$ cat src/rtl/sumchain_pkg.sv
// Package: shared types for the chained partial-sum adder.
// Assumes: nothing beyond a packed struct of final-stage controls.
package sumchain_pkg;

    // Mode controls taken by the final rounding and limiting stage.
    typedef struct packed {
        logic rnd;  // 1: round half up, 0: truncate
        logic sat;  // 1: clamp to output range, 0: wrap
    } fin_ctrl_t;

endpackage

$ cat src/rtl/psum_slice.sv
// Module: psum_slice
// One summation slice. Sign-extends PRODS products, reduces them to a
// local sum, adds the incoming chain value (unless clr_i), and registers the
// total. Also carries the cascaded sample through one delay register.
// Assumes: ACC_W > PROD_W; products are two's complement.
module psum_slice #(
    parameter int PRODS  = 4,
    parameter int PROD_W = 36,
    parameter int ACC_W  = 44,
    parameter int SAMP_W = 18
) (
    input  logic                    clk,
    input  logic                    rst_n,
    input  logic [PRODS*PROD_W-1:0] prod_i,
    input  logic                    clr_i,
    input  logic [ACC_W-1:0]        chain_i,
    output logic [ACC_W-1:0]        chain_o,
    input  logic [SAMP_W-1:0]       samp_i,
    output logic [SAMP_W-1:0]       samp_o
);

    localparam int EXT_W = ACC_W - PROD_W;

    logic [ACC_W-1:0] prod_ext [PRODS];
    logic [ACC_W-1:0] psum;
    logic [ACC_W-1:0] chain_add;
    logic [ACC_W-1:0] chain_q;
    logic [SAMP_W-1:0] samp_q;

    // Sign-extend each product to the accumulator width.
    for (genvar g = 0; g < PRODS; g++) begin : g_ext
        assign prod_ext[g] = {{EXT_W{prod_i[g*PROD_W+PROD_W-1]}},
                              prod_i[g*PROD_W +: PROD_W]};
    end

    // First adder: local sum of all products of this slice.
    always_comb begin
        psum = '0;
        for (int i = 0; i < PRODS; i++) begin
            psum = psum + prod_ext[i];
        end
    end

    // Second adder: local sum plus chain input, chain dropped on clear.
    always_comb begin
        chain_add = psum + (clr_i ? '0 : chain_i);
    end

    // Chain register: moves the running total one slice per clock.
    always_ff @(posedge clk) begin
        if (!rst_n) chain_q <= '0;
        else        chain_q <= chain_add;
    end

    // Sample delay register: keeps the scan path aligned with the chain.
    always_ff @(posedge clk) begin
        if (!rst_n) samp_q <= '0;
        else        samp_q <= samp_i;
    end

    assign chain_o = chain_q;
    assign samp_o  = samp_q;

    // chain register holds local sum plus chain input of the prior cycle
    p_chain_accum_r1: assert property (@(posedge clk) disable iff (!rst_n)
        !clr_i |=> chain_o == $past(psum) + $past(chain_i));

    // with clear active the chain input has no part in the total
    p_clr_drops_chain_r3: assert property (@(posedge clk) disable iff (!rst_n)
        clr_i |=> chain_o == $past(psum));

    // sample leaves exactly one cycle after it entered
    p_samp_delay_r4: assert property (@(posedge clk) disable iff (!rst_n)
        $past(rst_n) |-> samp_o == $past(samp_i));

endmodule

$ cat src/rtl/round_sat_stage.sv
// Module: round_sat_stage
// Final stage of the chain. Optionally adds half an LSB at bit DROP_W-1,
// drops DROP_W low bits arithmetically, then clamps to OUT_W bits with an
// overflow flag or wraps. Output is registered.
// Assumes: DROP_W >= 1 and ACC_W + 1 - DROP_W >= OUT_W.
module round_sat_stage
    import sumchain_pkg::*;
#(
    parameter int ACC_W  = 44,
    parameter int DROP_W = 8,
    parameter int OUT_W  = 16
) (
    input  logic             clk,
    input  logic             rst_n,
    input  logic [ACC_W-1:0] acc_i,
    input  fin_ctrl_t        ctrl_i,
    output logic [OUT_W-1:0] result_o,
    output logic             ovf_o
);

    localparam int EXT_W = ACC_W + 1;
    localparam int PAD_W = EXT_W - OUT_W + 1;
    localparam logic signed [EXT_W-1:0] HALF  = EXT_W'(1) << (DROP_W - 1);
    localparam logic signed [EXT_W-1:0] LIM_HI = {{PAD_W{1'b0}}, {(OUT_W-1){1'b1}}};
    localparam logic signed [EXT_W-1:0] LIM_LO = {{PAD_W{1'b1}}, {(OUT_W-1){1'b0}}};
    localparam logic [OUT_W-1:0] MAX_O = {1'b0, {(OUT_W-1){1'b1}}};
    localparam logic [OUT_W-1:0] MIN_O = {1'b1, {(OUT_W-1){1'b0}}};

    logic signed [EXT_W-1:0] ext;
    logic signed [EXT_W-1:0] shifted;
    logic [OUT_W-1:0]        res_d;
    logic                    ovf_d;
    logic [OUT_W-1:0]        res_q;
    logic                    ovf_q;

    // Widen by one bit and add the rounding constant when enabled.
    always_comb begin
        ext = $signed({acc_i[ACC_W-1], acc_i});
        if (ctrl_i.rnd) ext = ext + HALF;
        shifted = ext >>> DROP_W;
    end

    // Clamp or wrap the shifted value to the output width.
    always_comb begin
        res_d = shifted[OUT_W-1:0];
        ovf_d = 1'b0;
        if (ctrl_i.sat && shifted > LIM_HI) begin
            res_d = MAX_O;
            ovf_d = 1'b1;
        end else if (ctrl_i.sat && shifted < LIM_LO) begin
            res_d = MIN_O;
            ovf_d = 1'b1;
        end
    end

    // Output register for result and overflow flag.
    always_ff @(posedge clk) begin
        if (!rst_n) begin
            res_q <= '0;
            ovf_q <= 1'b0;
        end else begin
            res_q <= res_d;
            ovf_q <= ovf_d;
        end
    end

    assign result_o = res_q;
    assign ovf_o    = ovf_q;

    // an overflow always comes with a value sitting on a clamp limit
    p_ovf_clamp_r6: assert property (@(posedge clk) disable iff (!rst_n)
        ovf_o |-> (result_o == MAX_O || result_o == MIN_O));

    // wrap mode never reports overflow
    p_wrap_no_ovf_r7: assert property (@(posedge clk) disable iff (!rst_n)
        !ctrl_i.sat |=> !ovf_o);

endmodule

$ cat src/rtl/sumchain_fir_stage.sv
// Module: sumchain_fir_stage (top)
// Chain of NUM_SLICES summation slices. The registered zero control drops
// the upstream chain input at the top slice, and the last total feeds the
// rounding and limiting stage.
// Assumes: the caller skews products to slice k by k cycles.
module sumchain_fir_stage
    import sumchain_pkg::*;
#(
    parameter int NUM_SLICES = 3,
    parameter int PRODS      = 4,
    parameter int PROD_W     = 36,
    parameter int ACC_W      = 44,
    parameter int SAMP_W     = 18,
    parameter int OUT_W      = 16,
    parameter int DROP_W     = 8
) (
    input  logic                               clk,
    input  logic                               rst_n,
    input  logic [NUM_SLICES*PRODS*PROD_W-1:0] prod_i,
    input  logic [ACC_W-1:0]                   chain_in_i,
    input  logic                               zero_chain_i,
    input  logic [SAMP_W-1:0]                  samp_i,
    input  logic                               round_en_i,
    input  logic                               sat_en_i,
    output logic [ACC_W-1:0]                   chain_o,
    output logic [NUM_SLICES*SAMP_W-1:0]       samp_o,
    output logic [OUT_W-1:0]                   result_o,
    output logic                               ovf_o
);

    localparam int SLICE_PW = PRODS * PROD_W;
    localparam int LAST     = NUM_SLICES - 1;

    logic             zero_q;
    logic [ACC_W-1:0]  chain_w [NUM_SLICES];
    logic [SAMP_W-1:0] samp_w  [NUM_SLICES];
    fin_ctrl_t         ctrl;

    // Register the zero-chain control ahead of the top slice.
    always_ff @(posedge clk) begin
        if (!rst_n) zero_q <= 1'b0;
        else        zero_q <= zero_chain_i;
    end

    // Build the slice chain; slice 0 takes the upstream value.
    for (genvar s = 0; s < NUM_SLICES; s++) begin : g_slice
        logic [ACC_W-1:0]  cin;
        logic [SAMP_W-1:0] sin;
        logic              clr;
        if (s == 0) begin : g_top
            assign cin = chain_in_i;
            assign sin = samp_i;
            assign clr = zero_q;
        end else begin : g_mid
            assign cin = chain_w[s-1];
            assign sin = samp_w[s-1];
            assign clr = 1'b0;
        end
        psum_slice #(
            .PRODS  (PRODS),
            .PROD_W (PROD_W),
            .ACC_W  (ACC_W),
            .SAMP_W (SAMP_W)
        ) i_slice (
            .clk     (clk),
            .rst_n   (rst_n),
            .prod_i  (prod_i[s*SLICE_PW +: SLICE_PW]),
            .clr_i   (clr),
            .chain_i (cin),
            .chain_o (chain_w[s]),
            .samp_i  (sin),
            .samp_o  (samp_w[s])
        );
        assign samp_o[s*SAMP_W +: SAMP_W] = samp_w[s];
    end

    // Pack the final-stage mode controls.
    always_comb begin
        ctrl.rnd = round_en_i;
        ctrl.sat = sat_en_i;
    end

    round_sat_stage #(
        .ACC_W  (ACC_W),
        .DROP_W (DROP_W),
        .OUT_W  (OUT_W)
    ) i_final (
        .clk      (clk),
        .rst_n    (rst_n),
        .acc_i    (chain_w[LAST]),
        .ctrl_i   (ctrl),
        .result_o (result_o),
        .ovf_o    (ovf_o)
    );

    assign chain_o = chain_w[LAST];

    // zero control reaches the top slice exactly one cycle late
    p_zero_reg_r3: assert property (@(posedge clk) disable iff (!rst_n)
        $past(rst_n) |-> zero_q == $past(zero_chain_i));

endmodule

$ cat config.mk
export PLATFORM = sky130hd
export DESIGN_NAME = sumchain_fir_stage
export DESIGN_NICKNAME = d
export VERILOG_FILES = /design/src/rtl/sumchain_pkg.sv /design/src/rtl/psum_slice.sv /design/src/rtl/round_sat_stage.sv /design/src/rtl/sumchain_fir_stage.sv
export SDC_FILE = /design/constraint.sdc
export NUM_CORES = 1
export LEC_CHECK = 0
export BUFFER_PORTS_ARGS = -buffer_cell sky130_fd_sc_hd__buf_2
export CAP_MARGIN = 20
export CELL_PAD_IN_SITES_DETAIL_PLACEMENT = 1
export CELL_PAD_IN_SITES_GLOBAL_PLACEMENT = 1
export CORE_ASPECT_RATIO = 1.75
export CORE_UTILIZATION = 38
export CTS_BUF_LIST = sky130_fd_sc_hd__clkbuf_4 sky130_fd_sc_hd__clkbuf_8
export DETAILED_ROUTE_END_ITERATION = 7
export PLACE_DENSITY = 0.92
export SYNTH_ARGS = -nofsm -noshare
export SYNTH_HDL_FRONTEND = slang
export SYNTH_HIERARCHICAL = 1
export SYNTH_SLANG_ARGS = --single-unit
export TNS_END_PERCENT = 20
$ cat constraint.sdc
create_clock -name clk -period 5.9 [get_ports clk]
set_input_delay 0.295 -clock clk [delete_from_list [all_inputs] [get_ports clk]]
set_output_delay 0.295 -clock clk [all_outputs]
set_load 0.05 [all_outputs]
# Yosys cells after proc, flatten, opt, wreduce, memory -nomap -nowiden

Index checks and enable logic that the tools add are counted.

Register bits: 204
Input port bits: 499
Output and inout port bits: 115

$add $sub $neg: 13
Order comparisons: 2
Muxes and demuxes: 6
Bitwise operators: 1
Reductions and logical operators: 3

Operators by type and width:

| operator              | number |
|---|---|
| $add 44x44->44        | 9 |
| $add 36x36->37        | 3 |
| $add 44x9->45 const B | 1 |
| $mux 45               | 1 |
| $mux 44               | 1 |
| $gt 37x16->1 const B  | 1 |
| $lt 37x16->1 const B  | 1 |
| $mux 16               | 1 |
| $mux 15               | 1 |
| $logic_and 1x1->1     | 2 |
| $mux 1                | 2 |
| $reduce_or 2->1       | 1 |
| $not 1->1             | 1 |

# Depth between registers and ports, before layout

Gate-level depths: netlist of run 1.

Word-level depth: 6
Gate-level depth with buffers: 28

# By module

The synthesis of run 1 kept the hierarchy.

By module, submodules not included:

| module                          | times used | cells an instance | area each (µm²) | sequential area each (µm²) |
|---|---|---|---|---|
| psum_slice (g_slice[2].i_slice) | 1          | 1040              | 8308.0          | 1241.2 |
| psum_slice (g_slice[0].i_slice) | 1          | 1009              | 8114.0          | 1241.2 |
| psum_slice (g_slice[1].i_slice) | 1          | 1017              | 8037.7          | 1241.2 |
| round_sat_stage                 | 1          | 212               | 1727.9          | 340.3 |
| sumchain_fir_stage              | 1          | 3                 | 30.0            | 20.0 |

# Worst setup path before layout of run 1

OpenSTA, ideal clock, no wires.

Path type: input-to-reg
From: input prod_i[145]
To: register g_slice[1].i_slice.chain_q[40]
Arrival: 5.716 ns
Path slack: 0.056 ns
Cell stages on the path: 27
Path buffers: 1
Path through: inv_1 > fa_1 > fa_1 > inv_1 > ha_1 > fa_1 > a211oi_1 > o21ai_0 > o211ai_1 > a21oi_1 > o21a_1 > o21ai_0 > a21oi_1 > o21a_1 > nor2_1 > xnor2_1 > ha_1 > clkbuf_1 > and4_1 > and3_1 > a221oi_1 > o21ai_0 > a211oi_2 > o311ai_1 > a2111oi_2 > xor2_1 > nor2_1

Cells in the longest elaborated chain, start to end: 4

RTL lines:

| element                      | RTL line                 | RTL |
|---|---|---|
| start, declared              | sumchain_fir_stage.sv:19 | `input logic [NUM_SLICES*PRODS*PROD_W-1:0] prod_i,` |
| $add 36x36->37               | psum_slice.sv:40         | `psum = psum + prod_ext[i];` |
| $add 44x44->44 (2 in series) | psum_slice.sv:40         |  |
| $add 44x44->44               | psum_slice.sv:46         | `chain_add = psum + (clr_i ? '0 : chain_i);` |
| end signal, assigned         | psum_slice.sv:52         | `else chain_q <= chain_add;` |
| end, declared                | psum_slice.sv:27         | `logic [ACC_W-1:0] chain_q;` |

No other way between the ends.
A chain may end at the register's enable or synchronous reset.

# Final worst setup path of run 1

From: input prod_i[290]
To: register g_slice[2].i_slice.chain_q[43]

Cells in the longest elaborated chain, start to end: 4

RTL lines:

| element                      | RTL line |
|---|---|
| $add 36x36->37               | psum_slice.sv:40 |
| $add 44x44->44 (2 in series) | psum_slice.sv:40 |
| $add 44x44->44               | psum_slice.sv:46 |
| end signal, assigned         | psum_slice.sv:52 |
| end, declared                | psum_slice.sv:27 |

No other way between the ends.

==> results.md, run 1 <==
Status:
- The run finished with clean final reports.

Logic synthesis:
- The post-synthesis register bit count is 204.
- Of the post-synthesis cell area, the dominant cell type holds 0.170.
- After synthesis, the cell types taking the most area are fa_1, dfxtp_1, ha_1, inv_1, xnor2_1.
- For this run, the leading register cell type out of synthesis is dfxtp_1.
- The combined area of all synthesized cells is 26200 um2.
- Dividing the synthesized area by the synthesized cell count gives 7.99 um2.
- The number of enable-type register cells in the synthesized netlist is 0.
- Of the total synthesized cell area, the portion taken by full adders, half adders and majority gates is 0.286.
- The count of mapped cells out of synthesis is 3281.
- The post-synthesis compound-gate area fraction came to 0.191.
- The part of the Yosys area used for sequential elements is 0.156.
- Of the total synthesized cell area, the portion taken by AND, OR, NAND and NOR gates is 0.183.
- The share of async-settable or async-resettable flops after synthesis is 0.
- After synthesis, the share of cell area in mux cells is 0.00363.
- By area, the combinational part of the netlist is dominated by adder cells.
- Yosys mapped the design onto 109 distinct sky130hd cell types.
- Of the total synthesized cell area, the portion taken by XOR and XNOR cells is 0.0752.
- The dominant cell type by area after synthesis is fa_1.
- Yosys printed 6 warnings.

Layout:
- Summing all multi-input logic gate instances after layout gives 19600 um2.
- The most common library cell in the layout ignoring fill and taps is inv_1.
- The net count of the finished layout is 5226.
- The area growth from synthesis to layout is 30.2%.
- The top cell types in the final layout, fill and taps aside, are inv_1, buf_2, buf_4, ha_1, nor2_1.
- The filler cells instantiated in the layout total 8595.
- The sequential cells in the finished layout cover a total of 4080 um2.
- The number of cells in the finished layout apart from fillers is 5197.
- Of the cells placed in the final design, the portion with a size suffix greater than 1 is 0.275.
- The final cell area excluding filler cells is 34100 um2.

STA:
- The worst path in the final design needs a cycle of 5.73 ns, including I/O delays and setup.
- Setup violations remaining at the end of the flow were counted as 0.
- The fmax is 175 MHz.
- Summed over all failing endpoints, the final setup total negative slack is 0 ns.
- After layout, the worst setup slack is 0.174 ns.
- The worst slew margin relative to its limit is 0.261.
- On the final layout, the worst clock skew is 0.0385 ns.
- The count of pins over their slew limit was 0.
- The final clock period utilization by the worst path is 0.971.
- The final-report hold violation count is 0.
- The measured slew at the worst slew-check pin is 1.10 ns.

Global routing:
- The overall fraction of global-route tracks in use is 0.273.
- Entering global routing, the biggest net connects 58 pins.
- The number of global-route vias before repair came to 30700.
- The first global-routing pass estimated 153000 um of wire.
- The initial antenna violation count is 12.
- Summed over all layers, the global routing overflow is 0.

Routing:
- The DRC violation total after the first TritonRoute iteration is 793.
- The total routed wirelength is 97900 um.
- Across all layers, the routed design uses 26900 vias.
- In the final routed layout, each cell accounts on average for 18.8 um.
- After detailed routing, the number of vias per cell comes to 5.18.
- The number of iterations in the first detailed-routing pass is 5.
- The number of design rule violations left after detail routing is 0.
- The remaining number of nets flagged by the antenna check after routing is 0.

Clock tree:
- The TritonCTS clock tree is built.
- The library cell used as clock root buffer is clkbuf_8.
- The clock reaches the later pin of the worst-skew pair after 0.57 ns.
- In this run the deepest clock path goes through 3 buffers.
- The clock drives 204 sinks.
- The H-tree was split into 2 levels.
- The post-CTS clock slew at the launch and capture registers of the worst setup and hold paths is 0.07 ns.
- The number of buffers added by the clock tree synthesis step is 34.
- The setup fix buffers added after clock tree synthesis is 0.

Critical path:
- The setup slack of the most critical reg-to-reg path is 1.90 ns.
- The data required time of the worst path is 6.33 ns.
- The type of the worst setup path is input port to flip-flop.
- The most frequent cell on the critical path is a21o_1.
- The type of element launching the critical path is an input port.
- Along the worst path, the maximum fanout reaches 3.
- Traced cell by cell, the critical path runs through buf_2 > inv_1 > fa_1 > fa_1 > inv_1 > ha_1 > a211o_1 > a211o_1 > and3b_1 > or3_4 > a41oi_4 > o21bai_2 > a21oi_2 > xnor2_1 > ha_1 > a21o_1 > a21o_1 > a21o_1 > a31o_2 > a211oi_2 > nand2_1 > o211ai_1 > a21oi_1 > mux2_2.
- The stage delay of the slowest cell on the critical path is 0.54 ns.
- The worst setup path is captured at a flip-flop.
- The arrival time at the worst endpoint is 6.15 ns.
- The cell with the largest stage delay on the worst path is fa_1.

Power and ir drop:
- Power spread over the standard cell area amounts to 518 nW/um2.
- The analysis attributes to cell leakage a power of 18.3 nW.
- The worst supply voltage drop on vdd is 0.178 mV.

Floorplanning:
- The die is 349 um tall.
- The die covers 70100 um2.
- The core region is 68300 um2.
- The number of placement rows is 127.
- The die is 201 um wide.
- For this configuration, the core starts out at a cell density of 0.384.
- 614 I/O pins were placed.

Place:
- The cell count after placement is 5109.
- Before CTS, the worst setup slack after placement is -0.794 ns.
- The count of buffers inserted at the top-level ports is 613.
- The last weighted congestion value of the routability-driven placer is 0.963.
- After detailed placement, the total cell area comes to 32900 um2.
- Detailed placement finished with a half-perimeter wire length of 85300 um.

Flow run:
- Max-cap violations in this run came to 0.

Hold path:
- The worst hold-check path type is input port to flip-flop.
==> flip-flops by register name, summed over array words and instances (netlist names) <==
register,cells
g_slice.i_slice/chain_o,132
g_slice.i_slice/samp_o,54
i_final/result_o,16
g_slice.clr,1
i_final/ovf_o,1
==> cells by family (layout without fill, tap and decap cells) <==
logic type	count (synthesis)	after routing
AND/OR/NAND/NOR	919	919
AO/OA/AOI/OAI	743	743
buffers and inverters	714	1703
adder cells (fa/ha/maj)	466	466
XOR/XNOR	225	225
flip-flops	204	204
multiplexers	9	9
other	1	25
==> where the power goes <==
| part | internal, mW | switching [mW] | total [mW] |
|---|---|---|---|
| registers | 1.83 | 0.285 | 2.11 |
| logic | 6.31 | 7.78 | 14.1 |
| clock network | 0.850 | 0.634 | 1.48 |
| total | 8.99 | 8.70 | 17.7 |
==> synthesized netlist by cell type, types with 9 or more instances <==
library cell	instances
o21ai_2	12
o21bai_1	36
ha_1	244
a21oi_1	228
a211oi_1	28
nor2_1	231
o211ai_1	15
o21ai_1	15
clkbuf_1	61
a21o_1	112
and2_1	93
o21a_1	30
and3_1	34
xor2_1	87
xnor2_1	138
nand3_1	63
a31oi_1	28
o21ai_0	114
nor2b_1	159
dfxtp_1	204
nand2_1	165
a311oi_1	9
nand2b_1	23
inv_1	634
nor3_1	32
nand4_1	45
fa_1	222
or3_1	11
==> metal layers <==
layer	vias to the layer above	GRT usage	part of all wire
met3	354	0.0261	0.030
met4	2	0.184	0.070
met2	829	0.554	0.56
met1	13000	0.252	0.34
li1	12700	-	-
met5	-	0	0.00013
==> metrics by stage <==
stage | utilization | power [mW] | hold WS [ns]
final | 0.500 | 17.7 | 0.0736
after global routing | 0.500 | 19.1 | 0.0151
after CTS | 0.496 | 17.5 | 0.00336
after detailed placement | 0.482 | 15.9 | 0.443
after global placement | 0.482 | 15.3 | 0.432
after floorplan | - | 10.8 | 0.414
==> final timing paths <==
| path | startpoint | endpoint | cells past startpoint |
|---|---|---|---|
| setup reg to reg | g_slice[0].clr | g_slice[0].i_slice/chain_o[40] | 13 |
| hold reg to reg | g_slice[0].i_slice/samp_o[13] | g_slice[1].i_slice/samp_o[13] | 1 |
| setup / recovery | prod_i[290] | g_slice[2].i_slice/chain_o[43] | 24 |
| hold / removal | sat_en_i | i_final/ovf_o | 3 |
==> worst max-delay path: cells and delay by family <==
kind	cells	cell delay, ns
xor+xnor	1	0.19
buf+inv	3	0.21
mux	1	0.29
simple gates	3	0.86
compound gates	12	2.63
fa+ha+maj	4	1.67
==> timing repair <==
item / 4_1_cts / 5_1_grt
resized for setup: 4 / 46
endpoints found under the setup margin: 6 / 32
pin swaps: 3 / 14
hold buffers: 19 / 0
endpoints found under the hold margin: 19 / 0
==> layout make-up <==
type	count	area share
Tap cell	903	0.0331
Multi-Input combinational cell	2378	0.575
Clock buffer	49	0.0190
Timing Repair Buffer	1008	0.178
Inverter	635	0.0698
Clock inverter	11	0.00440
Antenna cell	9	0.000660
Sequential cell	204	0.120
Note: power is estimated with default switching activity, not from simulation.
==> inputs of run 2 (changes only) <==
SYNTH_HIERARCHICAL = default   (was 1)
==> results.md, run 2 <==
Routing:
- The number of iterations in the first detailed-routing pass is 8 (was 5).
- The number of design rule violations left after detail routing came to 0 (unchanged).
- The total routed wirelength is 105000 um (was 97900 um).
- The count of vias placed by the detailed router is 25600 (was 26900).
- The DRC violation total after the first TritonRoute iteration is 982 (was 793).
- The average routed wire per standard cell came to 22.3 um (was 18.8 um).
- The remaining number of nets flagged by the antenna check after routing is 0 (unchanged).
- The vias per cell is 5.47 (was 5.18).

Place:
- The post-placement setup slack was -0.811 ns (was -0.794 ns).
- The detailed placer's ending HPWL was 87500 um (was 85300 um).
- The instance area after placement came to 30800 um2 (was 32900 um2).
- The last weighted congestion value of the routability-driven placer came to 0.976 (was 0.963).
- The count of buffers inserted at the top-level ports came to 613 (unchanged).

Critical path:
- The endpoint kind of the worst setup timing path was a flip-flop (unchanged).
- The buffer and inverter count on the worst path was 3 (unchanged).
- The arrival time at the worst endpoint is 6.32 ns (was 6.15 ns).
- The most frequent cell on the critical path is a21o_1 (unchanged).
- The type of the worst setup path was input port to flip-flop (unchanged).
- The data required time of the worst path came to 6.37 ns (was 6.33 ns).
- The logic depth of the worst path, buffers included was 27 (was 24).
- The kind of cell with the highest combined delay on the critical path is compound AO/OA/AOI/OAI gates (unchanged).
- The type of element launching the critical path is an input port (unchanged).
- The depth of the worst register-to-register path is 18 (was 13).
- The worst-path maximum fanout is 2 (was 3).
- The stage delay of the slowest cell on the critical path was 0.59 ns (was 0.54 ns).
- The cell with the largest stage delay on the worst path is fa_1 (unchanged).

Global routing:
- The overall fraction of global-route tracks in use is 0.310 (was 0.273).
- The number of global-route vias before repair is 29200 (was 30700).
- The initial antenna violation count is 63 (was 12).
- The first-pass GRT wire length came to 158000 um (was 153000 um).
- The maximum number of pins on one net before global-route repair is 73 (was 58).
- The total global routing overflow came to 0 (unchanged).

Floorplanning:
- The number of I/O pins came to 614 (unchanged).
- The core area is 64300 um2 (was 68300 um2).
- The die outline area was 66100 um2 (was 70100 um2).
- The number of placement rows is 123 (was 127).
- The die extent in x is 195 um (was 201 um).
- The initial core utilization is 0.384 (about the same).
- The die height is 339 um (was 349 um).

STA:
- The shortest period the worst path allows is 5.86 ns (was 5.73 ns).
- The count of pins over their slew limit came to 0 (unchanged).
- The worst slew margin relative to its limit is 0.488 (was 0.261).
- The final-report setup violation count is 0 (unchanged).
- The fmax is 171 MHz (was 175 MHz).
- The final-report hold violation count came to 0 (unchanged).
- The worst path setup slack after routing came to 0.0433 ns (was 0.174 ns).
- The final clock period utilization by the worst path is 0.993 (was 0.971).
- The sum of negative setup slack is 0 ns (unchanged).
- The worst-case clock skew is 0.0393 ns (was 0.0385 ns).
- The worst hold slack after final layout is 0.0811 ns (was 0.0736 ns).
- The measured slew at the worst slew-check pin came to 0.748 ns (was 1.10 ns).

Power and ir drop:
- The switching fraction of total power is 0.504 (was 0.492).
- The switching power is 9.88 mW (was 8.70 mW).
- The cell leakage power was 16.5 nW (was 18.3 nW).
- The combinational share of power was 0.795 (was 0.797).
- The part of the power in the clock network is 0.089 (was 0.084).
- The cell area power density came to 610 nW/um2 (was 518 nW/um2).
- The worst supply voltage drop on vdd is 0.222 mV (was 0.178 mV).
- The share of total power in sequential cells is 0.116 (was 0.120).
- The internal power contribution is 9.74 mW (was 8.99 mW).

Hold path:
- The cell count of the worst hold path was 3 (unchanged).
- The worst hold-check path type is input port to flip-flop (unchanged).

Logic synthesis:
- Ranking of synthesized cells by area: fa_1, dfxtp_1, ha_1, inv_1, a21o_1 (was fa_1, dfxtp_1, ha_1, inv_1, xnor2_1).
- The count of different cell masters after synthesis is 76 (was 109).
- The most frequently used flop master after synthesis is dfxtp_1 (unchanged).
- The top-area cell type share of the netlist area is 0.207 (was 0.170).
- The dominant cell type by area after synthesis is fa_1 (unchanged).
- The mean instance size in the synthesized netlist came to 8.51 um2 (was 7.99 um2).
- The most common cell in the netlist is inv_1 (unchanged).
- The yosys synthesis warning count is 0 (was 6).
- The post-synthesis register bit count is 204 (unchanged).
- Commonest cells in the netlist: inv_1, fa_1, ha_1 (was inv_1, ha_1, nor2_1).
- The number of enable-type register cells in the synthesized netlist is 0 (unchanged).
- When the netlist entered floorplanning its net count stood at 3898.
- The part of the Yosys area used for sequential elements is 0.165 (was 0.156).
- The combined area of all synthesized cells is 24700 um2 (was 26200 um2).
- The count of mapped cells out of synthesis is 2903 (was 3281).
- The share of async-settable or async-resettable flops after synthesis came to 0 (unchanged).

Clock tree:
- The number of buffers added by the clock tree synthesis step was 38 (was 34).
- The latest clock arrival within the worst-skew pair is 0.63 ns (was 0.57 ns).
- The maximum buffer depth of the clock tree came to 3 (unchanged).
- The level count of the clock H-tree came to 2 (unchanged).
- The number of clock sinks was 204 (unchanged).
- The post-CTS clock slew at the launch and capture registers of the worst setup and hold paths is 0.06 ns (was 0.07 ns).
- The library cell used as clock root buffer is clkbuf_8 (unchanged).
- The TritonCTS clock tree is built (unchanged).

Layout:
- The share of post-route cells with drive strength above 1 is 0.269 (was 0.275).
- The final-stage net count is 4807 (was 5226).
- Highest-count cells in the layout ignoring fill and taps: buf_2, inv_1, buf_4, fa_1, ha_1 (was inv_1, buf_2, buf_4, ha_1, nor2_1).
- The most common library cell in the layout ignoring fill and taps is buf_2 (was inv_1).
- The number of fill cells in the layout is 7922 (was 8595).
- The area growth from synthesis to final layout is 30.1% (was 30.2%).
- The final cell area excluding filler cells is 32200 um2 (was 34100 um2).
- The number of flip-flops under the largest register name was 132 (unchanged).

Status:
- Run status: finished clean (unchanged).

Flow run:
- The number of maximum-capacitance constraint violations is 0 (unchanged).
run 2: cell count changes after synthesis, sizes merged, moves of 17 or more:
cell and delta:
nand2b +49, nor2b -101, inv -258, nor2 -21, a21o +30, nand3 +17, xnor2 -31, nand2 -31
a21oi -23, and2 -22, fa +33
run 2: worst paths after layout:
| path | slack (ns) | endpoint | from |
|---|---|---|---|
| worst max-delay path | 0.04 | g_slice[0].i_slice.chain_o[40] | prod_i[1] |
| worst min-delay path | 0.08 | i_final.result_o[0] | round_en_i |
| worst max register to register | 1.07 | g_slice[2].i_slice.chain_o[42] | g_slice[1].i_slice.chain_o[4] |
| worst min register to register | 0.46 | g_slice[2].i_slice.samp_o[14] | g_slice[1].i_slice.samp_o[14] |
run 2: area by class of cell:
type,instances,area (um2),share of cell area
multi-input combinational,2255,19100,0.593
timing repair buffer,937,5550,0.173
sequential,204,4080,0.127
inverter,376,1410,0.0440
tap,812,1020,0.0316
clock buffer,53,711,0.0221
clock inverter,15,219,0.00681
antenna,40,100,0.00311
run 2: tightest hold or removal path: stages:
cell and delay, ns:
buf_2 0.13, mux2i_1 0.08, o21ai_0 0.16
run 2: logic make-up after synthesis:
kind of cell             synth area share
flip-flops                          0.165
adder cells (fa/ha/maj)             0.329
multiplexers                      0.00461
buffers and inverters              0.0681
AND/OR/NAND/NOR                     0.167
AO/OA/AOI/OAI                       0.192
XOR/XNOR                           0.0744
run 2: power groups by stage:
| stage | clock network (mW) | logic (mW) | registers, mW |
|---|---|---|---|
| after floorplan | 0 | 9.17 | 2.72 |
| after global placement | 0 | 14.3 | 2.28 |
| after detailed placement | 0 | 15.1 | 2.30 |
| after CTS | 1.79 | 15.3 | 2.27 |
| after global routing | 1.84 | 17.1 | 2.32 |
| final | 1.74 | 15.6 | 2.28 |
run 2: layer usage:
layer | global-route usage | vias to the layer above | wire (um)
met1 | 0.280 | 12400 | 34200
li1 | - | 11800 | -
met2 | 0.588 | 995 | 54900
met3 | 0.0768 | 448 | 6770
met4 | 0.234 | 38 | 8560
met5 | 0 | - | 240
run 2: per-stage QoR:
step,util,power (mW),instances
final,0.500,19.6,4692
after global routing,0.499,21.2,4679
after CTS,0.496,19.3,4651
after detailed placement,0.479,17.4,4563
after global placement,0.479,16.6,4563
after floorplan,-,11.9,2903
run 2: repair_timing:
item                                    4_1_cts  5_1_grt
pin swaps                                     0        1
hold buffers                                 20        0
endpoints found under the hold margin        20        0
endpoints found under the setup margin        3       18
buffers inserted                              0        1
gates resized for setup                       2       23
gates cloned                                  0        0
==> inputs of run 3 (changes only) <==
BUFFER_PORTS_ARGS = default   (was -buffer_cell sky130_fd_sc_hd__buf_2)
CORE_ASPECT_RATIO = default   (was 1.75)
CORE_UTILIZATION = 45   (was 38)
DONT_BUFFER_PORTS = 1   (was default)
MAX_ROUTING_LAYER = met4   (was default)
PLACE_DENSITY = 0.91   (was 0.92)
==> results.md, run 3 (synthesis gave the netlist of run 2 again) <==
Layout:
- The final-stage net count is 4033 (was 4807).
- The area growth from synthesis to final layout is 11.6% (was 30.1%).
- The final cell area excluding filler cells is 27600 um2 (was 32200 um2).
- The share of post-route cells with drive strength above 1 is 0.0780 (was 0.269).
- The number of cells in the finished layout apart from fillers is 3769 (was 4692).
- The most common library cell in the layout ignoring fill and taps is inv_1 (was buf_2).
- The number of flip-flops under the largest register name is 132 (unchanged).
- The post-layout utilization of the core is 0.510 (was 0.500).
- The number of fill cells in the layout came to 6427 (was 7922).
- Highest-count cells in the layout ignoring fill and taps: inv_1, fa_1, ha_1, nor2_1, a21oi_1 (was buf_2, inv_1, buf_4, fa_1, ha_1).

Critical path:
- The worst-path maximum fanout is 2 (unchanged).
- The arrival time at the worst endpoint is 6.14 ns (was 6.32 ns).
- The endpoint kind of the worst setup timing path is a flip-flop (unchanged).
- The type of the worst setup path is input port to flip-flop (unchanged).
- The data required time of the worst path was 6.35 ns (was 6.37 ns).
- The type of element launching the critical path is an input port (unchanged).

STA:
- The final-report setup violation count is 0 (unchanged).
- The final-report hold violation count came to 0 (unchanged).
- Setup repair after global routing could not meet its margin everywhere.
- The worst-case clock skew is 0.0503 ns (was 0.0393 ns).
- The shortest period the worst path allows is 5.69 ns (was 5.86 ns).
- The measured slew at the worst slew-check pin is 0.897 ns (was 0.748 ns).
- The worst slew margin relative to its limit came to 0.401 (was 0.488).
- The fmax is 176 MHz (was 171 MHz).
- The final clock period utilization by the worst path is 0.965 (was 0.993).
- The worst hold slack after final layout was 0.0472 ns (was 0.0811 ns).
- The count of pins over their slew limit was 0 (unchanged).
- The worst path setup slack after routing is 0.207 ns (was 0.0433 ns).

Floorplanning:
- The die extent in x came to 236 um (was 195 um).
- The number of placement rows is 85 (was 123).
- The die outline area is 55800 um2 (was 66100 um2).
- The initial core utilization is 0.457 (was 0.384).
- The number of I/O pins is 614 (unchanged).
- The core area is 54000 um2 (was 64300 um2).
- The die height was 236 um (was 339 um).

Place:
- The cell count after placement is 3667 (was 4563).
- The instance area after placement is 26300 um2 (was 30800 um2).
- The count of buffers inserted at the top-level ports is 0 (was 613).
- The post-placement setup slack is -0.369 ns (was -0.811 ns).
- The last weighted congestion value of the routability-driven placer is 0.988 (was 0.976).
- The detailed placer's ending HPWL is 76900 um (was 87500 um).

Clock tree:
- The TritonCTS clock tree is built (unchanged).
- The number of buffers added by the clock tree synthesis step is 41 (was 38).
- The latest clock arrival within the worst-skew pair is 0.63 ns (about the same).
- The maximum buffer depth of the clock tree was 3 (unchanged).
- The library cell used as clock root buffer is clkbuf_8 (unchanged).
- The post-CTS clock slew at the launch and capture registers of the worst setup and hold paths was 0.07 ns (was 0.06 ns).
- The level count of the clock H-tree is 2 (unchanged).
- The number of clock sinks came to 204 (unchanged).

Routing:
- The total routed wirelength is 90000 um (was 105000 um).
- The average routed wire per standard cell is 23.9 um (was 22.3 um).
- The wire length the detailed router placed on met1 is 34400 um (was 34200 um).
- The vias per cell is 5.79 (was 5.47).
- The highest metal layer with signal wires is met4 (was met5).
- The DRC violation total after the first TritonRoute iteration came to 881 (was 982).
- The remaining number of nets flagged by the antenna check after routing is 0 (unchanged).
- The met2 wirelength from detailed routing is 46300 um (was 54900 um).
- The number of iterations in the first detailed-routing pass is 8 (unchanged).
- The met3 wire length is 5000 um (was 6770 um).
- The number of design rule violations left after detail routing is 0 (unchanged).
- The count of vias placed by the detailed router was 21800 (was 25600).

Power and ir drop:
- The share of total power in sequential cells came to 0.163 (was 0.116).
- The worst supply voltage drop on vdd is 0.293 mV (was 0.222 mV).
- The switching power is 9.32 mW (was 9.88 mW).
- The cell leakage power is 13.2 nW (was 16.5 nW).
- The internal power contribution came to 8.61 mW (was 9.74 mW).
- The switching fraction of total power is 0.520 (was 0.504).
- The part of the power in the clock network is 0.097 (was 0.089).
- The cell area power density came to 650 nW/um2 (was 610 nW/um2).
- The combinational share of power came to 0.740 (was 0.795).

Global routing:
- The first-pass GRT wire length is 139000 um (was 158000 um).
- The maximum number of pins on one net before global-route repair came to 86 (was 73).
- The overall fraction of global-route tracks in use came to 0.330 (was 0.310).
- The total global routing overflow is 0 (unchanged).
- The number of global-route vias before repair is 24100 (was 29200).
- The initial antenna violation count is 7 (was 63).

Hold path:
- The worst hold-check path type is input port to flip-flop (unchanged).

Flow run:
- The number of maximum-capacitance constraint violations is 0 (unchanged).

Status:
- Run status: finished clean (unchanged).
[run 3: power by group through the flow]
stage	logic, mW	registers (mW)	clock network, mW
floorplan	9.17	2.72	0
global placement	12.3	2.93	0
detailed placement	13.0	2.94	0
CTS	13.1	2.91	1.78
global route	14.7	2.96	1.84
finish	13.3	2.92	1.74
[run 3: worst paths after layout]
path	cells after the start	to	startpoint	slack (ns)
max	25	g_slice[0].i_slice.chain_o[40]	prod_i[1]	0.21
min	3	g_slice[2].i_slice.chain_o[0]	prod_i[396]	0.05
max reg2reg	17	g_slice[2].i_slice.chain_o[40]	g_slice[1].i_slice.chain_o[4]	0.96
min reg2reg	3	g_slice[2].i_slice.chain_o[0]	g_slice[1].i_slice.chain_o[0]	0.71
[run 3: cell type report]
class                           count  area (um2)  area share
Multi-Input combinational cell   2255       19000       0.688
Sequential cell                   204        4080       0.148
Inverter                          376        1410      0.0513
Timing Repair Buffer              160        1280      0.0464
Tap cell                          696         871      0.0316
Clock buffer                       56         739      0.0268
Clock inverter                     13         205     0.00744
Antenna cell                        9        22.5    0.000817
[run 3: layer usage]
| layer | up-vias | track usage |
|---|---|---|
| li1 | 10200 | - |
| met1 | 10800 | 0.355 |
| met2 | 654 | 0.589 |
| met3 | 214 | 0.0634 |
| met4 | 0 | 0.139 |
| met5 | - | - |
[run 3: repair_timing]
item | in CTS | in global routing
gates resized for setup | 0 | 4
endpoints found under the hold margin | 95 | 0
setup endpoints to repair | 0 | 6
hold buffers | 24 | 0
setup buffers | 0 | 0
[run 3: critical path, stage by stage]
cell	delay, ns
ha_1	0.27
a21o_1	0.20
a21oi_1	0.22
nor3_1	0.08
o21ai_0	0.34
a211oi_1	0.20
o221ai_1	0.29
o211ai_1	0.16
and2_1	0.20
a21boi_0	0.25
xnor2_1	0.17
fa_1	0.46
fa_1	0.54
inv_1	0.04
ha_1	0.30
a21o_1	0.18
a21o_1	0.18
a21o_1	0.19
a41oi_1	0.24
a21oi_1	0.09
a41o_1	0.24
a31o_2	0.26
a2111oi_0	0.50
or3_1	0.18
a21oi_1	0.07
[run 3: metrics by stage]
stage / setup TNS (ns) / total power, mW
floorplan: 0 / 11.9
global placement: -0.147 / 15.2
detailed placement: -2.75 / 15.9
CTS: 0 / 17.8
global route: -0.0316 / 19.5
finish: 0 / 17.9
